[config.mk]
export PLATFORM = sky130hd
export DESIGN_NAME = ls_usb_tx
export DESIGN_NICKNAME = d
export VERILOG_FILES = /design/src/rtl/usbtx_pkg.sv /design/src/rtl/usbtx_ctrl.sv /design/src/rtl/usbtx_datapath.sv /design/src/rtl/ls_usb_tx.sv
export SDC_FILE = /design/constraint.sdc
export NUM_CORES = 1
export LEC_CHECK = 0
export BUFFER_PORTS_ARGS = -buffer_cell sky130_fd_sc_hd__buf_2
export CAP_MARGIN = 10
export CORE_MARGIN = 8
export CORE_UTILIZATION = 57
export CTS_CLUSTER_SIZE = 40
export DETAILED_ROUTE_END_ITERATION = 12
export PLACE_DENSITY_LB_ADDON = 0.12
export SYNTH_ARGS = -nofsm -noshare
export SYNTH_HDL_FRONTEND = slang
export SYNTH_SLANG_ARGS = --single-unit
[constraint.sdc]
create_clock -name clk -period 2.2 [get_ports clk]
set_clock_uncertainty 0.1 [all_clocks]
set_input_delay 0.22 -clock clk [delete_from_list [all_inputs] [get_ports clk]]
set_output_delay 0.22 -clock clk [all_outputs]
set_load 0.1 [all_outputs]
[src/rtl/usbtx_pkg.sv]
package usbtx_pkg;
  localparam int BYTE_W = 8;
  localparam logic [BYTE_W-1:0] SYNC_PATTERN = 8'h80;
  localparam int STUFF_RUN = 6;

  typedef enum logic [1:0] {
    LM_IDLE,
    LM_J,
    LM_DATA,
    LM_SE0
  } lineMode_e;

  typedef struct packed {
    logic      loadSync;
    logic      emitBit;
    lineMode_e mode;
  } ctrlStrobes_t;
endpackage

[src/rtl/usbtx_ctrl.sv]
module usbtx_ctrl
  import usbtx_pkg::*;
#(
  parameter int CYC_PER_BIT = 8
) (
  input  logic         clk,
  input  logic         rstN,
  input  logic         start,
  input  logic         finished,
  output ctrlStrobes_t strobes,
  output logic         busy,
  output logic         done
);
  localparam int TW = (CYC_PER_BIT > 1) ? $clog2(CYC_PER_BIT) : 1;
  localparam logic [TW-1:0] LAST_TICK = TW'(CYC_PER_BIT - 1);

  typedef enum logic [2:0] {
    ST_IDLE,
    ST_LEAD,
    ST_DATA,
    ST_EOP1,
    ST_EOP2,
    ST_TRAIL
  } state_e;

  state_e        state;
  logic [TW-1:0] timer;
  logic          slotEnd;
  logic          accept;

  assign slotEnd = (timer == LAST_TICK);
  assign accept  = (state == ST_IDLE) && start;
  assign busy    = (state != ST_IDLE);

  always_comb begin
    strobes.loadSync = accept;
    strobes.emitBit  = slotEnd && ((state == ST_LEAD) ||
                                   ((state == ST_DATA) && !finished));
    unique case (state)
      ST_IDLE:           strobes.mode = LM_IDLE;
      ST_LEAD, ST_TRAIL: strobes.mode = LM_J;
      ST_DATA:           strobes.mode = LM_DATA;
      default:           strobes.mode = LM_SE0;
    endcase
  end

  always_ff @(posedge clk or negedge rstN) begin
    if (!rstN) begin
      state <= ST_IDLE;
      timer <= '0;
      done  <= 1'b0;
    end else begin
      done <= 1'b0;
      if (state == ST_IDLE) timer <= '0;
      else timer <= slotEnd ? '0 : timer + 1'b1;
      unique case (state)
        ST_IDLE:  if (accept) state <= ST_LEAD;
        ST_LEAD:  if (slotEnd) state <= ST_DATA;
        ST_DATA:  if (slotEnd && finished) state <= ST_EOP1;
        ST_EOP1:  if (slotEnd) state <= ST_EOP2;
        ST_EOP2:  if (slotEnd) state <= ST_TRAIL;
        ST_TRAIL: if (slotEnd) begin
          state <= ST_IDLE;
          done  <= 1'b1;
        end
        default:  state <= ST_IDLE;
      endcase
    end
  end
endmodule

[src/rtl/usbtx_datapath.sv]
module usbtx_datapath
  import usbtx_pkg::*;
#(
  parameter int CNT_W = 8
) (
  input  logic              clk,
  input  logic              rstN,
  input  ctrlStrobes_t      strobes,
  input  logic [CNT_W-1:0]  byteCount,
  input  logic [BYTE_W-1:0] rdData,
  output logic [CNT_W-1:0]  rdAddr,
  output logic              finished,
  output logic              dPlus,
  output logic              dMinus,
  output logic              outEnable
);
  localparam int IW = $clog2(BYTE_W);
  localparam logic [IW-1:0] LAST_BIT = IW'(BYTE_W - 1);
  localparam logic [2:0] RUN_LIMIT = 3'(STUFF_RUN);

  logic [BYTE_W-1:0] shReg;
  logic [IW-1:0]     bitIdx;
  logic [CNT_W-1:0]  remaining;
  logic [2:0]        onesRun;
  logic              levelK;
  logic              noMore;
  logic              stuffDue;

  assign stuffDue = (onesRun == RUN_LIMIT);
  assign finished = noMore && !stuffDue;

  always_ff @(posedge clk or negedge rstN) begin
    if (!rstN) begin
      shReg     <= '0;
      bitIdx    <= '0;
      remaining <= '0;
      rdAddr    <= '0;
      onesRun   <= '0;
      levelK    <= 1'b0;
      noMore    <= 1'b0;
    end else if (strobes.loadSync) begin
      shReg     <= SYNC_PATTERN;
      bitIdx    <= '0;
      remaining <= byteCount;
      rdAddr    <= '0;
      onesRun   <= '0;
      levelK    <= 1'b0;
      noMore    <= 1'b0;
    end else if (strobes.emitBit) begin
      if (stuffDue) begin
        levelK  <= !levelK;
        onesRun <= '0;
      end else begin
        if (shReg[0]) onesRun <= onesRun + 3'd1;
        else begin
          levelK  <= !levelK;
          onesRun <= '0;
        end
        if (bitIdx == LAST_BIT) begin
          bitIdx <= '0;
          if (remaining == '0) noMore <= 1'b1;
          else begin
            shReg     <= rdData;
            rdAddr    <= rdAddr + 1'b1;
            remaining <= remaining - 1'b1;
          end
        end else begin
          bitIdx <= bitIdx + 1'b1;
          shReg  <= shReg >> 1;
        end
      end
    end
  end

  always_comb begin
    unique case (strobes.mode)
      LM_IDLE: begin outEnable = 1'b0; dPlus = 1'b0;   dMinus = 1'b1;    end
      LM_J:    begin outEnable = 1'b1; dPlus = 1'b0;   dMinus = 1'b1;    end
      LM_DATA: begin outEnable = 1'b1; dPlus = levelK; dMinus = !levelK; end
      default: begin outEnable = 1'b1; dPlus = 1'b0;   dMinus = 1'b0;    end
    endcase
  end
endmodule

[src/rtl/ls_usb_tx.sv]
module ls_usb_tx
  import usbtx_pkg::*;
#(
  parameter int CYC_PER_BIT = 8,
  parameter int CNT_W = 8
) (
  input  logic              clk,
  input  logic              rstN,
  input  logic              start,
  input  logic [CNT_W-1:0]  byteCount,
  output logic [CNT_W-1:0]  rdAddr,
  input  logic [7:0]        rdData,
  output logic              dPlus,
  output logic              dMinus,
  output logic              outEnable,
  output logic              busy,
  output logic              done
);
  ctrlStrobes_t strobes;
  logic         finished;

  usbtx_ctrl #(.CYC_PER_BIT(CYC_PER_BIT)) u_ctrl (
    .clk(clk), .rstN(rstN), .start(start), .finished(finished),
    .strobes(strobes), .busy(busy), .done(done)
  );

  usbtx_datapath #(.CNT_W(CNT_W)) u_dp (
    .clk(clk), .rstN(rstN), .strobes(strobes), .byteCount(byteCount),
    .rdData(rdData), .rdAddr(rdAddr), .finished(finished),
    .dPlus(dPlus), .dMinus(dMinus), .outEnable(outEnable)
  );
endmodule

==> load_flow_metrics.sql <==
INSERT INTO impl_metrics (metric_group, metric, value, unit) VALUES
('worst_setup_path', 'timing.critical_path.fanout_max', '11', ''),
('cts', 'root_buffer', 'sky130_fd_sc_hd__clkbuf_8', ''),
('cts', 'cts_buf_count', '5', ''),
('power', 'leakage', '1.14', 'nW'),
('cts', 'clock_insertion_delay_worst_skew', '0.31', 'ns'),
('power', 'portion_of_total_power_attributed_to_sequential_cells', '0.393', ''),
('global_routing', 'grt.total_usage', '0.175', ''),
('detailed_routing', 'drtIter0Drc', '175', ''),
('sta', 'timing.max_slew.rel_slack', '0.640', ''),
('hold_path', 'min_delay_path_depth', '3', ''),
('finish', 'final_net_count', '308', ''),
('power', 'internal_power', '1.69', 'mW'),
('synth', 'yosys_register_bits', '39', ''),
('global_routing', 'maximum_number_of_pins_on_one_net_before_global_route_repair', '30', ''),
('sta', 'final_hold_viol_count', '0', ''),
('sta', 'worstMarginPinSlew', '0.540', 'ns'),
('global_routing', 'antenna_found_initial', '0', ''),
('synth', 'synth-seq-area-share', '0.425', ''),
('power', 'power.combinational.fraction', '0.452', ''),
('synth', 'synth_compound_area_frac', '0.188', ''),
('worst_setup_path', 'reg2reg_slack', '0.13', 'ns'),
('worst_setup_path', 'critical_path.slowest_cell', 'sky130_fd_sc_hd__or4b_4', ''),
('worst_setup_path', 'r2r_end', 'u_dp.rdAddr[1]', ''),
('global_routing', 'grt_pass1_vias', '1875', ''),
('worst_setup_path', 'setup.worst_path.start', 'u_dp.remaining[0]', ''),
('placement', 'place_area', '2570', 'um^2'),
('sta', 'finalSetupViolations', '0', ''),
('detailed_routing', 'vias', '1969', ''),
('cts', 'cts.htree.levels', '2', ''),
('global_routing', 'global_route_wire_length_before_repair', '8900', 'um'),
('synth', 'synth.top_cells.by_area', 'sky130_fd_sc_hd__dfrtp_1 42%, sky130_fd_sc_hd__ha_1 4.9%, sky130_fd_sc_hd__nand2_1 4.4%', ''),
('synth', 'yosys_most_used_dff', 'sky130_fd_sc_hd__dfrtp_1', ''),
('worst_setup_path', 'endpoint_kind', 'register', ''),
('synth', 'ys_types', '45', ''),
('die', 'die_h', '79.5', 'um'),
('die', 'die_area', '6320', 'um^2'),
('placement', 'final_weighted_congestion_in_routability_driven_placement', '0.808', ''),
('synth', 'syn-mean-instance-area', '9.49', 'um^2'),
('detailed_routing', 'dr.pass1.iters', '4', ''),
('finish', 'layout-drive-gt1-share', '0.235', ''),
('detailed_routing', 'drc_errors', '0', ''),
('placement', 'pre_cts_setup_slack', '0.131', 'ns'),
('power', 'switching_share', '0.458', ''),
('worst_setup_path', 'cp_data_arrival_time', '2.21', 'ns'),
('sta', 'layout_worst_path_cycle_share', '0.943', ''),
('hold_path', 'min_path_type', 'in -> reg', ''),
('synth', 'synth.mux.area_fraction', '0.0392', ''),
('cts', 'clk_transition_reported_paths', '0.09', 'ns'),
('worst_setup_path', 'worst_reg2reg_path_startpoint', 'u_dp.remaining[0]', ''),
('synth', 'synthXorXnorAreaFrac', '0.00381', ''),
('global_routing', 'global_route.overflow_total', '0', ''),
('synth', 'post-synth-top-count-cell', 'sky130_fd_sc_hd__dfrtp_1', ''),
('synth', 'mappedNetlistNets', '270', ''),
('synth', 'synth.largest_area_cell', 'sky130_fd_sc_hd__dfrtp_1', ''),
('placement', 'post-dp-hpwl', '3770', 'um'),
('worst_setup_path', 'crit_type', 'reg -> reg', ''),
('worst_setup_path', 'start_kind', 'register', ''),
('sta', 'fin_crit', '2.07', 'ns'),
('synth', 'synthDominantCellAreaShare', '0.425', ''),
('detailed_routing', 'via_per_inst', '5.95', ''),
('synth', 'synth_top_family_by_area', 'simple AND/OR/NAND/NOR gates', ''),
('finish', 'post-route-cell-area', '2680', 'um^2'),
('synth', 'yosys.area_share.adder', '0.0490', ''),
('run_status', 'status', 'finished clean', ''),
('worst_setup_path', 'timing.critical_path.cells', 'inv_1, ha_1, or4b_4, o21ai_2, buf_4, o21ai_0, a21oi_1', ''),
('power', 'power_density_normalized_to_cell_area', '1160', 'nW/um^2'),
('power', 'net_switching', '1.43', 'mW'),
('synth', 'synth_simple_gate_area_share', '0.246', ''),
('cts', 'cts_tree', 'yes', ''),
('sta', 'rsz0062_at_grt', 'false', ''),
('die', 'core_area', '3940', 'um^2');
[kinds of logic (layout without fill, tap and decap cells)]
kind of cell               Yosys count  count (layout)
AOI/OAI and AO/OA                   65              65
DFF                                 39              39
muxes                                9               9
adders and majority gates            9               9
buffers and inverters               23              62
and+or+nand+nor                     96              96
xor gates and xnor gates             1               1
[per-layer routing]
metal	GRT usage	wire (um)	up-vias
met5	0	0	-
met3	0.0439	236	5
met1	0.235	2500	949
met2	0.267	2470	38
met4	0.0556	69	0
li1	-	-	977
[metrics by stage]
| stage | util | hold WS, ns | total power, mW |
|---|---|---|---|
| 2_1_floorplan | - | -0.176 | 2.26 |
| 3_3_place_gp | 0.653 | 0.132 | 2.58 |
| 3_5_place_dp | 0.653 | 0.131 | 2.63 |
| 4_1_cts | 0.677 | 0.0130 | 3.12 |
| 5_1_grt | 0.680 | 0.0169 | 3.35 |
| 6_report | 0.680 | 0.0153 | 3.12 |
[power by group through the flow]
stage	Clock, mW	Sequential (mW)	Combinational (mW)
detailed placement	0	1.22	1.41
global route	0.533	1.26	1.56
CTS	0.496	1.21	1.41
floorplan	0	1.30	0.963
global placement	0	1.21	1.37
finish	0.486	1.22	1.41
[final cells by class]
type                       count  area (um^2)
sequential                    39          980
fill                         307         1260
clock inverter                 2         12.5
tap                           50         62.6
inverter                      10         37.5
multi-input combinational    180         1230
timing repair buffer          44          280
clock buffer                   6         72.6
[registers in the layout (all words and copies together) (netlist names)]
name            flops
u_ctrl.done         1
u_ctrl.state        3
u_ctrl.timer        3
u_dp.bitIdx         3
u_dp.levelK         1
u_dp.noMore         1
u_dp.onesRun        3
u_dp.rdAddr         8
u_dp.remaining      8
u_dp.shReg          8
[cells in the final DEF (no fill, tap or decap), drive strengths merged, types with 3 or more instances in the layout]
cell type,instances
buf,43
dfrtp,39
nand2,27
a21oi,20
nor2,16
o21ai,12
inv,10
or4,10
mux2i,9
ha,9
a211oi,7
nand3,7
clkbuf,6
nor3,5
nand4,5
o31ai,5
nand2b,4
or3,4
o311ai,4
a21boi,3
nor4b,3
a31oi,3
o211ai,3
nor3b,3
[critical path, delay by kind of cell (launching register included)]
kind / cells / cell delay, ns
compound gates: 3 / 0.48
fa+ha+maj: 1 / 0.19
buf+inv: 2 / 0.32
flops: 1 / 0.40
simple gates: 1 / 0.50
[timing repair]
action                                 CTS  global route
endpoints found under the hold margin   22             0
hold buffers                             1             0
setup buffers                            0             0
setup endpoints to repair                0            10
gates resized for setup                  0             2
[worst min path at each step]
stage	from	endpoint	slack (ns)
6_report	byteCount[3]	u_dp.remaining[3]	0.02
5_1_grt	byteCount[6]	u_dp.remaining[6]	0.02
4_1_cts	byteCount[6]	u_dp.remaining[6]	0.01
3_5_place_dp	rstN	u_dp.levelK	0.13
3_3_place_gp	rstN	u_dp.levelK	0.13
2_1_floorplan	rstN	u_ctrl.done	-0.18
Power figures use the tool's default switching activity.
